`config.mk`:
```
export PLATFORM = sky130hd
export DESIGN_NAME = oddiv_top
export DESIGN_NICKNAME = d
export VERILOG_FILES = /design/src/rtl/oddiv_pkg.sv /design/src/rtl/oddiv_ratio_dec.sv /design/src/rtl/oddiv_stop_sync.sv /design/src/rtl/oddiv_seq.sv /design/src/rtl/oddiv_out_gen.sv /design/src/rtl/oddiv_top.sv
export SDC_FILE = /design/constraint.sdc
export NUM_CORES = 1
export LEC_CHECK = 0
export BUFFER_PORTS_ARGS = -buffer_cell sky130_fd_sc_hd__buf_2
export CELL_PAD_IN_SITES_DETAIL_PLACEMENT = 1
export CELL_PAD_IN_SITES_GLOBAL_PLACEMENT = 2
export CORE_MARGIN = 3
export CORE_UTILIZATION = 37
export CTS_CLUSTER_DIAMETER = 150
export CTS_CLUSTER_SIZE = 25
export DETAILED_ROUTE_END_ITERATION = 8
export GPL_TIMING_DRIVEN = 0
export PLACE_DENSITY_LB_ADDON = 0.3
export SETUP_SLACK_MARGIN = 0.5
export SYNTH_ARGS = -nofsm -noshare
export SYNTH_HDL_FRONTEND = slang
export SYNTH_HIERARCHICAL = 1
export SYNTH_SLANG_ARGS = --single-unit
```
`constraint.sdc`:
```
create_clock -name clk -period 4.6 [get_ports clk]
set_clock_uncertainty 0.2 [all_clocks]
set_input_delay 0.23 -clock clk [delete_from_list [all_inputs] [get_ports clk]]
set_output_delay 0.23 -clock clk [all_outputs]
set_load 0.05 [all_outputs]
```
`src/rtl/oddiv_pkg.sv`:
```
`timescale 1ns/1ps
package oddiv_pkg;
  localparam int CODE_W  = 4;
  localparam int RATIO_W = 7;
  typedef logic [RATIO_W-1:0] ratio_t;

  // ratio code loaded at reset (base 3, times 2 in the first table)
  localparam logic [CODE_W-1:0] CODE_DEFAULT = 4'b0101;

  function automatic logic [3:0] base_a(input logic [1:0] sel);
    case (sel)
      2'b00:   return 4'd2;
      2'b01:   return 4'd3;
      2'b10:   return 4'd5;
      default: return 4'd7;
    endcase
  endfunction

  function automatic logic [3:0] base_b(input logic [1:0] sel);
    case (sel)
      2'b00:   return 4'd4;
      2'b01:   return 4'd3;
      2'b10:   return 4'd5;
      default: return 4'd9;
    endcase
  endfunction

  function automatic ratio_t scale(input logic [3:0] base, input logic [1:0] mul);
    return ratio_t'(base) << mul;
  endfunction

  function automatic ratio_t ratio_of(input logic [CODE_W-1:0] code, input bit tbl_b);
    return scale(tbl_b ? base_b(code[1:0]) : base_a(code[1:0]), code[3:2]);
  endfunction
endpackage

```
`src/rtl/oddiv_ratio_dec.sv`:
```
`timescale 1ns/1ps
module oddiv_ratio_dec
  import oddiv_pkg::*;
#(
  parameter bit TABLE_B = 1'b0
) (
  input  logic [CODE_W-1:0] code,
  output ratio_t            ratio,
  output ratio_t            half,
  output logic              odd
);
  logic [3:0] base;

  generate
    if (TABLE_B) begin : g_tbl_b
      assign base = base_b(code[1:0]);
    end else begin : g_tbl_a
      assign base = base_a(code[1:0]);
    end
  endgenerate

  assign ratio = scale(base, code[3:2]);
  assign half  = ratio >> 1;
  assign odd   = ratio[0];
endmodule

```
`src/rtl/oddiv_stop_sync.sv`:
```
`timescale 1ns/1ps
module oddiv_stop_sync (
  input  logic clk,
  input  logic rst_n,
  input  logic stop_n,
  output logic stop_req
);
  logic s0, s1, s2;

  always_ff @(posedge clk or negedge rst_n) begin
    if (!rst_n) begin
      s0 <= 1'b1;
      s1 <= 1'b1;
      s2 <= 1'b1;
    end else begin
      s0 <= stop_n;
      s1 <= s0;
      s2 <= s1;
    end
  end

  // two consecutive low samples after the metastability stage
  assign stop_req = ~s1 & ~s2;
endmodule

```
`src/rtl/oddiv_seq.sv`:
```
`timescale 1ns/1ps
module oddiv_seq
  import oddiv_pkg::*;
#(
  parameter ratio_t RST_RATIO = ratio_t'(6)
) (
  input  logic   clk,
  input  logic   rst_n,
  input  ratio_t ratio_in,
  input  ratio_t half_in,
  input  logic   odd_in,
  input  logic   inv_in,
  input  logic   halt_req,
  output ratio_t cnt_q,
  output ratio_t ratio_q,
  output logic   ph_q,
  output logic   run_q,
  output logic   odd_q,
  output logic   inv_q
);
  localparam ratio_t ONE = ratio_t'(1);

  ratio_t half_q;
  logic   last, fall_pt, stop_pt;

  assign last    = (cnt_q == ratio_q - ONE);
  assign fall_pt = (cnt_q == half_q - ONE);
  // the output falls at the end of the high phase, or at period end when inverted
  assign stop_pt = inv_q ? last : fall_pt;

  always_ff @(posedge clk or negedge rst_n) begin
    if (!rst_n) begin
      cnt_q   <= '0;
      ratio_q <= RST_RATIO;
      half_q  <= RST_RATIO >> 1;
      odd_q   <= RST_RATIO[0];
      inv_q   <= 1'b0;
      ph_q    <= 1'b0;
      run_q   <= 1'b0;
    end else if (!run_q) begin
      if (!halt_req) begin
        run_q   <= 1'b1;
        cnt_q   <= '0;
        ph_q    <= 1'b1;
        ratio_q <= ratio_in;
        half_q  <= half_in;
        odd_q   <= odd_in;
        inv_q   <= inv_in;
      end
    end else if (halt_req && stop_pt) begin
      run_q <= 1'b0;
      cnt_q <= '0;
      ph_q  <= 1'b0;
    end else if (last) begin
      cnt_q   <= '0;
      ph_q    <= 1'b1;
      ratio_q <= ratio_in;
      half_q  <= half_in;
      odd_q   <= odd_in;
      inv_q   <= inv_in;
    end else begin
      cnt_q <= cnt_q + ONE;
      ph_q  <= (cnt_q + ONE) < half_q;
    end
  end
endmodule

```
`src/rtl/oddiv_out_gen.sv`:
```
`timescale 1ns/1ps
module oddiv_out_gen (
  input  logic clk,
  input  logic rst_n,
  input  logic ph,
  input  logic odd,
  input  logic inv,
  input  logic run,
  output logic clk_out
);
  logic ph_n;

  // half-cycle stretch: copy of the phase taken on the falling edge
  always_ff @(negedge clk or negedge rst_n) begin
    if (!rst_n) ph_n <= 1'b0;
    else        ph_n <= ph;
  end

  assign clk_out = (ph | (odd & ph_n)) ^ (inv & run);
endmodule

```
`src/rtl/oddiv_top.sv`:
```
`timescale 1ns/1ps
module oddiv_top
  import oddiv_pkg::*;
#(
  parameter bit TABLE_B = 1'b0
) (
  input  logic              clk,
  input  logic              rst_n,
  input  logic [CODE_W-1:0] div_code,
  input  logic              invert,
  input  logic              enable,
  input  logic              stop_n,
  output logic              clk_out
);
  localparam ratio_t RST_RATIO = ratio_of(CODE_DEFAULT, TABLE_B);

  ratio_t ratio_d, half_d, cnt_q, ratio_q;
  logic   odd_d, stop_req, halt_req;
  logic   ph_q, run_q, odd_q, inv_q;

  oddiv_ratio_dec #(.TABLE_B(TABLE_B)) u_dec (
    .code  (div_code),
    .ratio (ratio_d),
    .half  (half_d),
    .odd   (odd_d)
  );

  oddiv_stop_sync u_sync (
    .clk      (clk),
    .rst_n    (rst_n),
    .stop_n   (stop_n),
    .stop_req (stop_req)
  );

  assign halt_req = ~enable | stop_req;

  oddiv_seq #(.RST_RATIO(RST_RATIO)) u_seq (
    .clk      (clk),
    .rst_n    (rst_n),
    .ratio_in (ratio_d),
    .half_in  (half_d),
    .odd_in   (odd_d),
    .inv_in   (invert),
    .halt_req (halt_req),
    .cnt_q    (cnt_q),
    .ratio_q  (ratio_q),
    .ph_q     (ph_q),
    .run_q    (run_q),
    .odd_q    (odd_q),
    .inv_q    (inv_q)
  );

  oddiv_out_gen u_out (
    .clk     (clk),
    .rst_n   (rst_n),
    .ph      (ph_q),
    .odd     (odd_q),
    .inv     (inv_q),
    .run     (run_q),
    .clk_out (clk_out)
  );
endmodule

```
==> reports/summary.txt, run 1 <==
first-pass GRT wire length = 8790 um
Critical Path RT = 4.17 ns
CTS H-tree lvls = 2
worst-skew pair later-pin latency = 0.28 ns
Setup TNS = 0 ns
placed instance area = 0.00226 mm2
Rel. slew slack = 30.5%
DP HPWL = 3730 um
Post-synth EDFFs = 0
Hold Crit Class = input port to flop
initial antenna violation count = 0
final RePlAce weighted congestion = 0.776
Die W = 81.9 um
Synth cell types = 57
CTS sink count = 29
clock tree from TritonCTS = done
ys async rst share = 100%
fraction of layout cells with a size suffix above 1 = 25.8%
flops & latches, synth = 29
n_diodes = 0
1st-pass router iterations = 4
post-synthesis cell area = 0.00213 mm2
clk buf depth = 2
largest net degree at the start of global routing = 30
ys flop type = dfrtp_1
Crit Path Max Fanout = 1
DIE AREA = 0.00671 mm2
Peak VDD IR = 0.362 mV
syn_area_per_cell = 9.69 um2
crit path kind = flop to output port
Root Buffer = clkbuf_8
via count = 1621
clock slew at reported path FFs = 0.07 ns
Remaining DRCs = 0
Setup Viol. Count Final = 0
I/O pin total = 10
Synth Instances = 220
most frequent cell after synthesis = dfrtp_1
Seq/Total Area, Yosys = 34.4%
cell taking the most area after synthesis = dfrtp_1
total power = 1790 uW
Lkg Pwr = 0.00109 uW
Hold Fails Final Rpt = 0
DRT iter0 DRCs = 54
crit start category = flop
Overflow after GRT = 0
ranking of synthesized cells by area = dfrtp_1 25%, dfstp_2 8.6%, mux2_4 7.0%
Worst EP arrival = 3.51 ns
Worst-Margin Slew = 1.03 ns
core box area = 0.00554 mm2
area share of the largest cell type after synthesis = 24.6%
Routed Antenna Nets = 0
Initial Utilization = 38.5%
Die Y = 81.9 um
most frequent cells after synthesis = 21 x dfrtp_1, 17 x nand2_1, 16 x inv_1, 11 x o21ai_0
Total Routing Usage GR = 17.3%
synth warn = 6
vias per inst = 5.20
fin area = 0.00241 mm2
Placement Rows = 27
Area Overhead vs Synth = 13.0%
unrepaired setup endpoints after global routing = no
WL final = 4970 um
number of global-route vias before repair = 1733
power density cells = 743 mW/mm2
detailed-route wire length per cell = 15.9 um
status = completed
CTS buffer count = 5
CTS resizes = 0
max-slew violations = 0
maxcap violations = 0
IO Port Bufs = 7
CP Capture Type = output port
Layout Nets = 258
==> layout by cell type, fill, tap and decap left out, drive strengths merged, types with 2 or more instances in the layout <==
| cell type | count |
|---|---|
| nor2b | 6 |
| ha | 10 |
| o21ai | 12 |
| dfstp | 7 |
| o211ai | 5 |
| or3 | 5 |
| inv | 16 |
| conb | 3 |
| o311a | 2 |
| nor3 | 6 |
| nor2 | 8 |
| o2111ai | 2 |
| nand4 | 2 |
| and3b | 2 |
| dlygate4sd3 | 3 |
| or2 | 2 |
| xor2 | 9 |
| nand2 | 17 |
| clkbuf | 10 |
| nor4 | 2 |
| xnor2 | 10 |
| o21a | 2 |
| a211oi | 5 |
| mux2 | 16 |
| buf | 23 |
| nand3 | 6 |
| a31oi | 3 |
| a21oi | 5 |
| dfrtp | 21 |
==> timing repair <==
item / CTS / global route
hold endpoints to repair: 23 / 0
hold buffers: 3 / 0
buffers inserted: 0 / 0
==> worst max-delay path: stages (launching register included) <==
cell	delay, ns
dfrtn_1	0.34
a21oi_2	0.14
xor2_1	0.16
buf_2	0.29
==> report_power, final <==
part	internal (uW)	switching, uW	total, uW
clock	162	106	268
sequential	379	133	512
combinational	482	529	1010
==> cells by family (layout without fill, tap and decap cells) <==
kind of cell / after synthesis / in the layout / synth area share, %
AO/OA/AOI/OAI: 44 / 44 / 14.8
XOR/XNOR: 19 / 19 / 7.81
adder cells (fa/ha/maj): 10 / 10 / 5.87
buffers and inverters: 37 / 55 / 10.0
flip-flops: 29 / 29 / 34.4
multiplexers: 16 / 16 / 10.2
other: 1 / 3 / 0.176
AND/OR/NAND/NOR: 64 / 64 / 16.7
==> final cells by class <==
class	instances	area [um2]
tap	72	90.1
clock inverter	3	46.3
sequential	29	734
inverter	16	60.1
buffer	21	154
fill	652	3130
clock buffer	5	68.8
multi-input combinational	156	1190
timing repair buffer	10	65.1
==> path summary, 6_finish.rpt <==
kind                                       start                to  slack [ns]  depth (start not counted)
worst max-delay path                  u_out/ph_n           clk_out        0.66                          3
worst min-delay path                 div_code[2]   u_seq/half_q[2]        0.15                          4
worst max register to register  u_seq/ratio_q[1]  u_seq/ratio_q[5]        1.29                          9
worst min register to register         u_sync/s0         u_sync/s1        0.16                          0
max in group asynchronous                  rst_n        u_out/ph_n        1.23                          2
min in group asynchronous                  rst_n    u_seq/cnt_q[1]        0.33                          2
==> metrics by stage <==
step / util [%] / hold WS, ns / worst slack (ns) / cells
floorplan: - / -0.266 / 0.657 / 222
global placement: 40.9 / 0.114 / 0.954 / 301
detailed placement: 40.9 / 0.118 / 0.960 / 301
CTS: 43.5 / 0.152 / 0.631 / 312
global route: 43.5 / 0.167 / 0.566 / 312
finish: 43.5 / 0.152 / 0.660 / 312
==> layer usage <==
layer	vias up	part of all wire [%]	global-route usage (%)
li1	805	-	-
met1	794	48	22.9
met2	20	49	29.5
met3	2	2.5	2.63
met4	0	0.44	3.99
met5	-	0	0
==> flip-flops by register name, summed over array words and instances, names as in the netlist <==
signal,cells
u_sync/s0,1
u_seq/inv_q,1
u_seq/run_q,1
u_seq/ph_q,1
u_sync/s2,1
u_seq/cnt_q,7
u_seq/odd_q,1
u_seq/half_q,7
u_out/ph_n,1
u_seq/ratio_q,7
u_sync/s1,1
No activity file was read; power rests on OpenSTA's default activity.
==> run 2: changes to the inputs <==
--- a/config.mk
+++ b/config.mk
@@ -14,7 +14,7 @@
 export CTS_CLUSTER_SIZE = 25
 export DETAILED_ROUTE_END_ITERATION = 8
 export GPL_TIMING_DRIVEN = 0
-export PLACE_DENSITY_LB_ADDON = 0.3
+export PLACE_DENSITY_LB_ADDON = 0.05
 export SETUP_SLACK_MARGIN = 0.5
 export SYNTH_ARGS = -nofsm -noshare
 export SYNTH_HDL_FRONTEND = slang
==> run 2 against run 1 <==
Sequential cell count unchanged. Final cell count unchanged. Critical path depth unchanged. Count of clock-buffer cells in the layout grew 1. Total power shrank 2.4%. Wire length grew 4.8%. Hold slack improved by 0.0076 ns. First-iteration DRC count up 20%. Combinational power about the same. Register-to-register slack worse by 0.09 ns. Critical path type unchanged. Largest cell class unchanged.
==> reports/summary.txt, run 2 (synthesis results as in run 1) <==
CP Capture Type = output port
status = completed
Initial Utilization = 38.5% (unchanged)
power density cells = 735 mW/mm2 (-1.1%)
Clk pwr share = 11.8% (-3.1 points)
cell internal pwr = 967 uW (-5.5%)
Area Overhead vs Synth = 11.5%
r2r setup slk = 1.20 ns (-0.09 ns)
dpl ws = 0.999 ns (+0.0389 ns)
Post-Route Utilization = 42.9% (-0.59 points)
fin area = 0.00238 mm2 (-1.3%)
Hold Fails Final Rpt = 0 (unchanged)
Worst Setup SP = u_out/ph_n
unrepaired setup endpoints after global routing = no
most frequent cells in the layout = 21 x dfrtp_1, 17 x nand2_1, 16 x inv_1, 11 x o21ai_0
Worst EP arrival = 3.47 ns (-0.04 ns)
Non-Filler Instances = 312 (unchanged)
Setup Fix Bufs, Post-CTS = 0 (unchanged)
Layout Nets = 258 (unchanged)
CTS resizes = 0 (unchanged)
placed insts = 301 (unchanged)
clock slew at reported path FFs = 0.06 ns (about the same)
crit path max-delay cell type = dfrtn_1
core box area = 0.00554 mm2 (unchanged)
CTS buffer count = 5 (unchanged)
CP max stage delay = 0.34 ns (about the same)
DP HPWL = 4030 um (+8.2%)
Lkg Pwr = 0.00108 uW (-0.86%)
I/O pin total = 10 (unchanged)
CTS sink count = 29 (unchanged)
initial antenna violation count = 0 (unchanged)
critical path depth = 3 (unchanged)
Root Buffer = clkbuf_8
Worst-Margin Slew = 1.12 ns (+0.0980 ns)
n_diodes = 0 (unchanged)
largest registers = u_seq/cnt_q x7, u_seq/half_q x7, u_seq/ratio_q x7
Remaining DRCs = 0 (unchanged)
Peak VDD IR = 0.345 mV (-4.6%)
number of global-route vias before repair = 1721 (-0.69%)
Overflow after GRT = 0 (unchanged)
R2R depth = 9 (unchanged)
Die Y = 81.9 um (unchanged)
DRT iter0 DRCs = 65 (+20%)
fill count = 651 (-0.15%)
Final Worst Setup Slack = 0.699 ns (+0.0392 ns)
crit path kind = flop to output port
switching power = 780 uW (+1.6%)
WL final = 5210 um (+4.8%)
maxcap violations = 0 (unchanged)
worst-path cell chain = a21oi_2, xor2_1, buf_2
Total Routing Usage GR = 17.1% (-0.19 points)
placed instance area = 0.00226 mm2 (unchanged)
Flop pwr share = 29.7% (+1.1 points)
Hold Crit Class = flop to flop
Critical Path RT = 4.17 ns (about the same)
1st-pass router iterations = 4 (unchanged)
crit start category = flop
worst setup path endpoint = clk_out
Critical R2R Capture = u_seq/ratio_q[5]
Setup TNS = 0 ns (unchanged)
Crit Path Max Fanout = 1 (unchanged)
commonest non-fill, non-tap cell in the layout = dfrtp_1
area occupied by multi-input gates = 0.00119 mm2 (unchanged)
Routed Antenna Nets = 0 (unchanged)
max-slew violations = 0 (unchanged)
hold_buf cts = 3 (unchanged)
CTS H-tree lvls = 2 (unchanged)
DIE AREA = 0.00671 mm2 (unchanged)
largest net degree at the start of global routing = 30 (unchanged)
clk buf depth = 2 (unchanged)
WP buf/inv = 1 (unchanged)
crit-path leading delay family = flip-flops
clock tree from TritonCTS = done
first-pass GRT wire length = 8590 um (-2.3%)
combinational share of power = 58.5% (+2.1 points)
Rel. slew slack = 23.9% (-6.6 points)
FF/Latch Area = 734 um2 (unchanged)
Sw Ratio = 44.7% (+1.8 points)
worst-skew pair later-pin latency = 0.28 ns (about the same)
vias per inst = 5.22 (+0.43%)
Placement Rows = 27 (unchanged)
IO Port Bufs = 7 (unchanged)
via count = 1628 (+0.43%)
worst r2r src = u_seq/ratio_q[1]
fraction of layout cells with a size suffix above 1 = 25.4% (-0.42 points)
Die W = 81.9 um (unchanged)
final RePlAce weighted congestion = 0.797 (+2.7%)
detailed-route wire length per cell = 16.7 um (+4.8%)
Setup Viol. Count Final = 0 (unchanged)
-- run 2: cell count changes in the layout (fill, tap and decap cells not counted) --
cell        change
clkbuf_1        +1
clkinv_2        +2
clkinvlp_4      -1
clkinv_4        -1
bufinv_16       -1
-- run 2: routing by layer --
metal	track usage (%)	vias to the layer above	wire length, um
met5	0	-	0
met2	29.5	16	2600
met4	3.99	0	25
met1	21.8	808	2490
met3	3.51	2	103
li1	-	802	-
-- run 2: layout make-up --
type / instances / share of cell area, %
tap: 72 / 3.79
buffer: 21 / 6.47
inverter: 16 / 2.53
clock inverter: 2 / 0.421
multi-input combinational: 156 / 50.1
timing repair buffer: 10 / 2.74
clock buffer: 6 / 3.05
sequential: 29 / 30.9
-- run 2: per-stage QoR --
stage                     hold slack, ns  total power, uW
after floorplan                   -0.266             1290
after global placement            0.0872             1490
after detailed placement           0.108             1540
after CTS                          0.164             1770
after global routing               0.171             1900
final                              0.160             1750
-- run 2: how the worst min path moves through the flow --
| stage | startpoint | to | slack (ns) | cells after the start |
|---|---|---|---|---|
| final | u_sync/s0 | u_sync/s1 | 0.16 | 0 |
| after global routing | u_sync/s0 | u_sync/s1 | 0.17 | 0 |
| after CTS | u_sync/s0 | u_sync/s1 | 0.16 | 0 |
| after detailed placement | rst_n | u_seq/cnt_q[3] | 0.11 | 1 |
| after global placement | rst_n | u_seq/cnt_q[3] | 0.09 | 1 |
| after floorplan | rst_n | u_seq/cnt_q[0] | -0.27 | 0 |
-- run 2: power groups by stage --
stage                     Combinational [uW]  Clock (uW)  Sequential (uW)
after floorplan                          821           0              467
after global placement                   975           0              515
after detailed placement                1020           0              524
after CTS                               1030         216              519
after global routing                    1130         231              539
final                                   1020         206              519
==> run 3: changes to the inputs <==
==> constraint.sdc (replaced) <==
create_clock -name clk -period 3.6 [get_ports clk]
set_clock_uncertainty 0.2 [all_clocks]
set_input_delay 0.18 -clock clk [delete_from_list [all_inputs] [get_ports clk]]
set_output_delay 0.18 -clock clk [all_outputs]
set_load 0.05 [all_outputs]
==> run 3 against run 2 <==
Non-clock buffer count rose by 7. Sequential share of layout area fell by 2.1 points. Via count rose by 1.8%. Setup slack got worse by 0.43 ns. Critical path depth unchanged. Critical endpoint unchanged. Largest power group unchanged.
==> reports/summary.txt, run 3 (synthesis results as in run 1) <==
status = completed
worst-skew pair later-pin latency = 0.27 ns (about the same)
detailed-route wire length per cell = 17.1 um (+2.2%)
CP max stage delay = 0.36 ns (+0.02 ns)
DP HPWL = 4060 um (+0.75%)
Hold Crit Class = input port to flop
number of global-route vias before repair = 1776 (+3.2%)
WL final = 5450 um (+4.5%)
total power = 2490 uW (+42%)
fraction of layout cells with a size suffix above 1 = 31.6% (+6.2 points)
n_diodes = 0 (unchanged)
final RePlAce weighted congestion = 0.826 (+3.6%)
worst-path cell chain = a21oi_4, xor2_4, buf_6
Die Y = 81.9 um (unchanged)
clock slew at reported path FFs = 0.07 ns (about the same)
initial antenna violation count = 0 (unchanged)
IO Port Bufs = 7 (unchanged)
crit path kind = flop to output port
Initial Utilization = 38.5% (unchanged)
commonest non-fill, non-tap cell in the layout = dfrtp_1
Placement Rows = 27 (unchanged)
Total Routing Usage GR = 18.0% (+0.95 points)
crit path max-delay cell type = dfrtn_1
CTS buffer count = 5 (unchanged)
Peak VDD IR = 0.462 mV (+34%)
unrepaired setup endpoints after global routing = yes
Layout Nets = 265 (+2.7%)
Top Usage Layer GRT = met2
Setup TNS = 0 ns (unchanged)
Remaining DRCs = 0 (unchanged)
Clk pwr share = 12.0% (+0.2 points)
Flop pwr share = 26.4% (-3.3 points)
Lkg Pwr = 0.00114 uW (+5.2%)
DIE AREA = 0.00671 mm2 (unchanged)
met2 global-route usage = 29.6% (+0.081 points)
Root Buffer = clkbuf_8
power density cells = 973 mW/mm2 (+32%)
CTS sink count = 29 (unchanged)
max-slew violations = 0 (unchanged)
most frequent cells in the layout = 21 x dfrtp_1, 17 x nand2_1, 16 x buf_4, 14 x inv_1, 11 x o21ai_0
cell internal pwr = 1390 uW (+44%)
Area Overhead vs Synth = 19.8%
1st-pass router iterations = 4 (unchanged)
Setup Viol. Count Final = 0 (unchanged)
DRT iter0 DRCs = 37 (-43%)
Sw Ratio = 43.9% (-0.72 points)
Critical Path RT = 3.22 ns (-0.95 ns)
core box area = 0.00554 mm2 (unchanged)
switching power = 1090 uW (+40%)
largest registers = u_seq/cnt_q x7, u_seq/half_q x7, u_seq/ratio_q x7
I/O pin total = 10 (unchanged)
Worst-Margin Slew = 0.697 ns (-0.427 ns)
Overflow after GRT = 0 (unchanged)
clk buf depth = 2 (unchanged)
CTS H-tree lvls = 2 (unchanged)
largest net degree at the start of global routing = 30 (unchanged)
Hold Fails Final Rpt = 0 (unchanged)
Rel. slew slack = 53.5% (+30 points)
maxcap violations = 0 (unchanged)
Routed Antenna Nets = 0 (unchanged)
combinational share of power = 61.6% (+3.1 points)
clock tree from TritonCTS = done
Crit Path Max Fanout = 1 (unchanged)
Die W = 81.9 um (unchanged)
crit start category = flop
first-pass GRT wire length = 8950 um (+4.2%)
via count = 1658 (+1.8%)
vias per inst = 5.20 (-0.39%)
met1 GRT Util = 24.1% (+2.3 points)
grt met3 use = 3.29% (-0.22 points)
CP Capture Type = output port
Worst EP arrival = 2.95 ns (-0.52 ns)
==> run 3: cell types whose count changed in the layout (fill, tap and decap cells not counted), sizes merged <==
| cell | delta |
|---|---|
| clkinv | -1 |
| buf | +7 |
| clkbuf | +1 |
==> run 3: path summary, 6_finish.rpt <==
path / from / end / slack (ns) / cells after the start
min reg2reg: u_sync/s0 / u_sync/s1 / 0.16 / 0
max reg2reg: u_seq/ratio_q[0] / u_seq/ratio_q[3] / 0.59 / 11
max in group asynchronous: rst_n / u_out/ph_n / 0.79 / 2
min: div_code[2] / u_seq/half_q[2] / 0.13 / 4
max: u_out/ph_n / clk_out / 0.27 / 3
min in group asynchronous: rst_n / u_seq/ratio_q[0] / 0.28 / 2
==> run 3: final cells by class <==
class,count,area [um2]
plain buffers,21,160
clock buffers,7,96.3
clock inverters,1,5.00
fillers,648,2990
inverters,16,60.1
multi-input cells,156,1280
flip-flops and latches,29,734
well taps,72,90.1
repair buffers,17,124
==> run 3: repair_timing <==
| item | 4_1_cts | 5_1_grt |
|---|---|---|
| pin swaps | 3 | 6 |
| hold buffers | 3 | 0 |
| endpoints found under the setup margin | 17 | 16 |
| resized for setup | 7 | 11 |
| hold endpoints to repair | 23 | 0 |
| buffers inserted | 2 | 5 |
==> run 3: worst max-delay path, delay by kind of cell, from the launching register on <==
kind	cells	cell delay, ns
DFF	1	0.36
AOI/OAI and AO/OA	1	0.18
buffers and inverters	1	0.17
xor gates and xnor gates	1	0.16
==> run 3: power by group through the flow <==
stage	combinational, uW	clock (uW)	sequential (uW)
after floorplan	1070	0	597
after global placement	1270	0	657
after detailed placement	1330	0	669
after CTS	1450	311	658
after global routing	1690	329	689
final	1530	299	657
==> run 3: per-stage QoR <==
step | setup WS [ns] | hold slack, ns | std cells | util (%) | instance area [um2]
finish | 0.268 | 0.132 | 319 | 46.1 | 2550
global route | 0.216 | 0.169 | 319 | 46.1 | 2550
CTS | 0.250 | 0.130 | 314 | 44.7 | 2480
detailed placement | 0.276 | 0.0645 | 301 | 41.2 | 2280
global placement | 0.340 | 0.0431 | 301 | 41.2 | 2280
floorplan | 0.524 | -0.316 | 222 | - | 2160
==> run 3: layer usage <==
| layer | part of all wire, % | vias up |
|---|---|---|
| li1 | - | 816 |
| met1 | 48 | 830 |
| met2 | 50 | 10 |
| met3 | 1.3 | 2 |
| met4 | 0.33 | 0 |
| met5 | 0 | - |
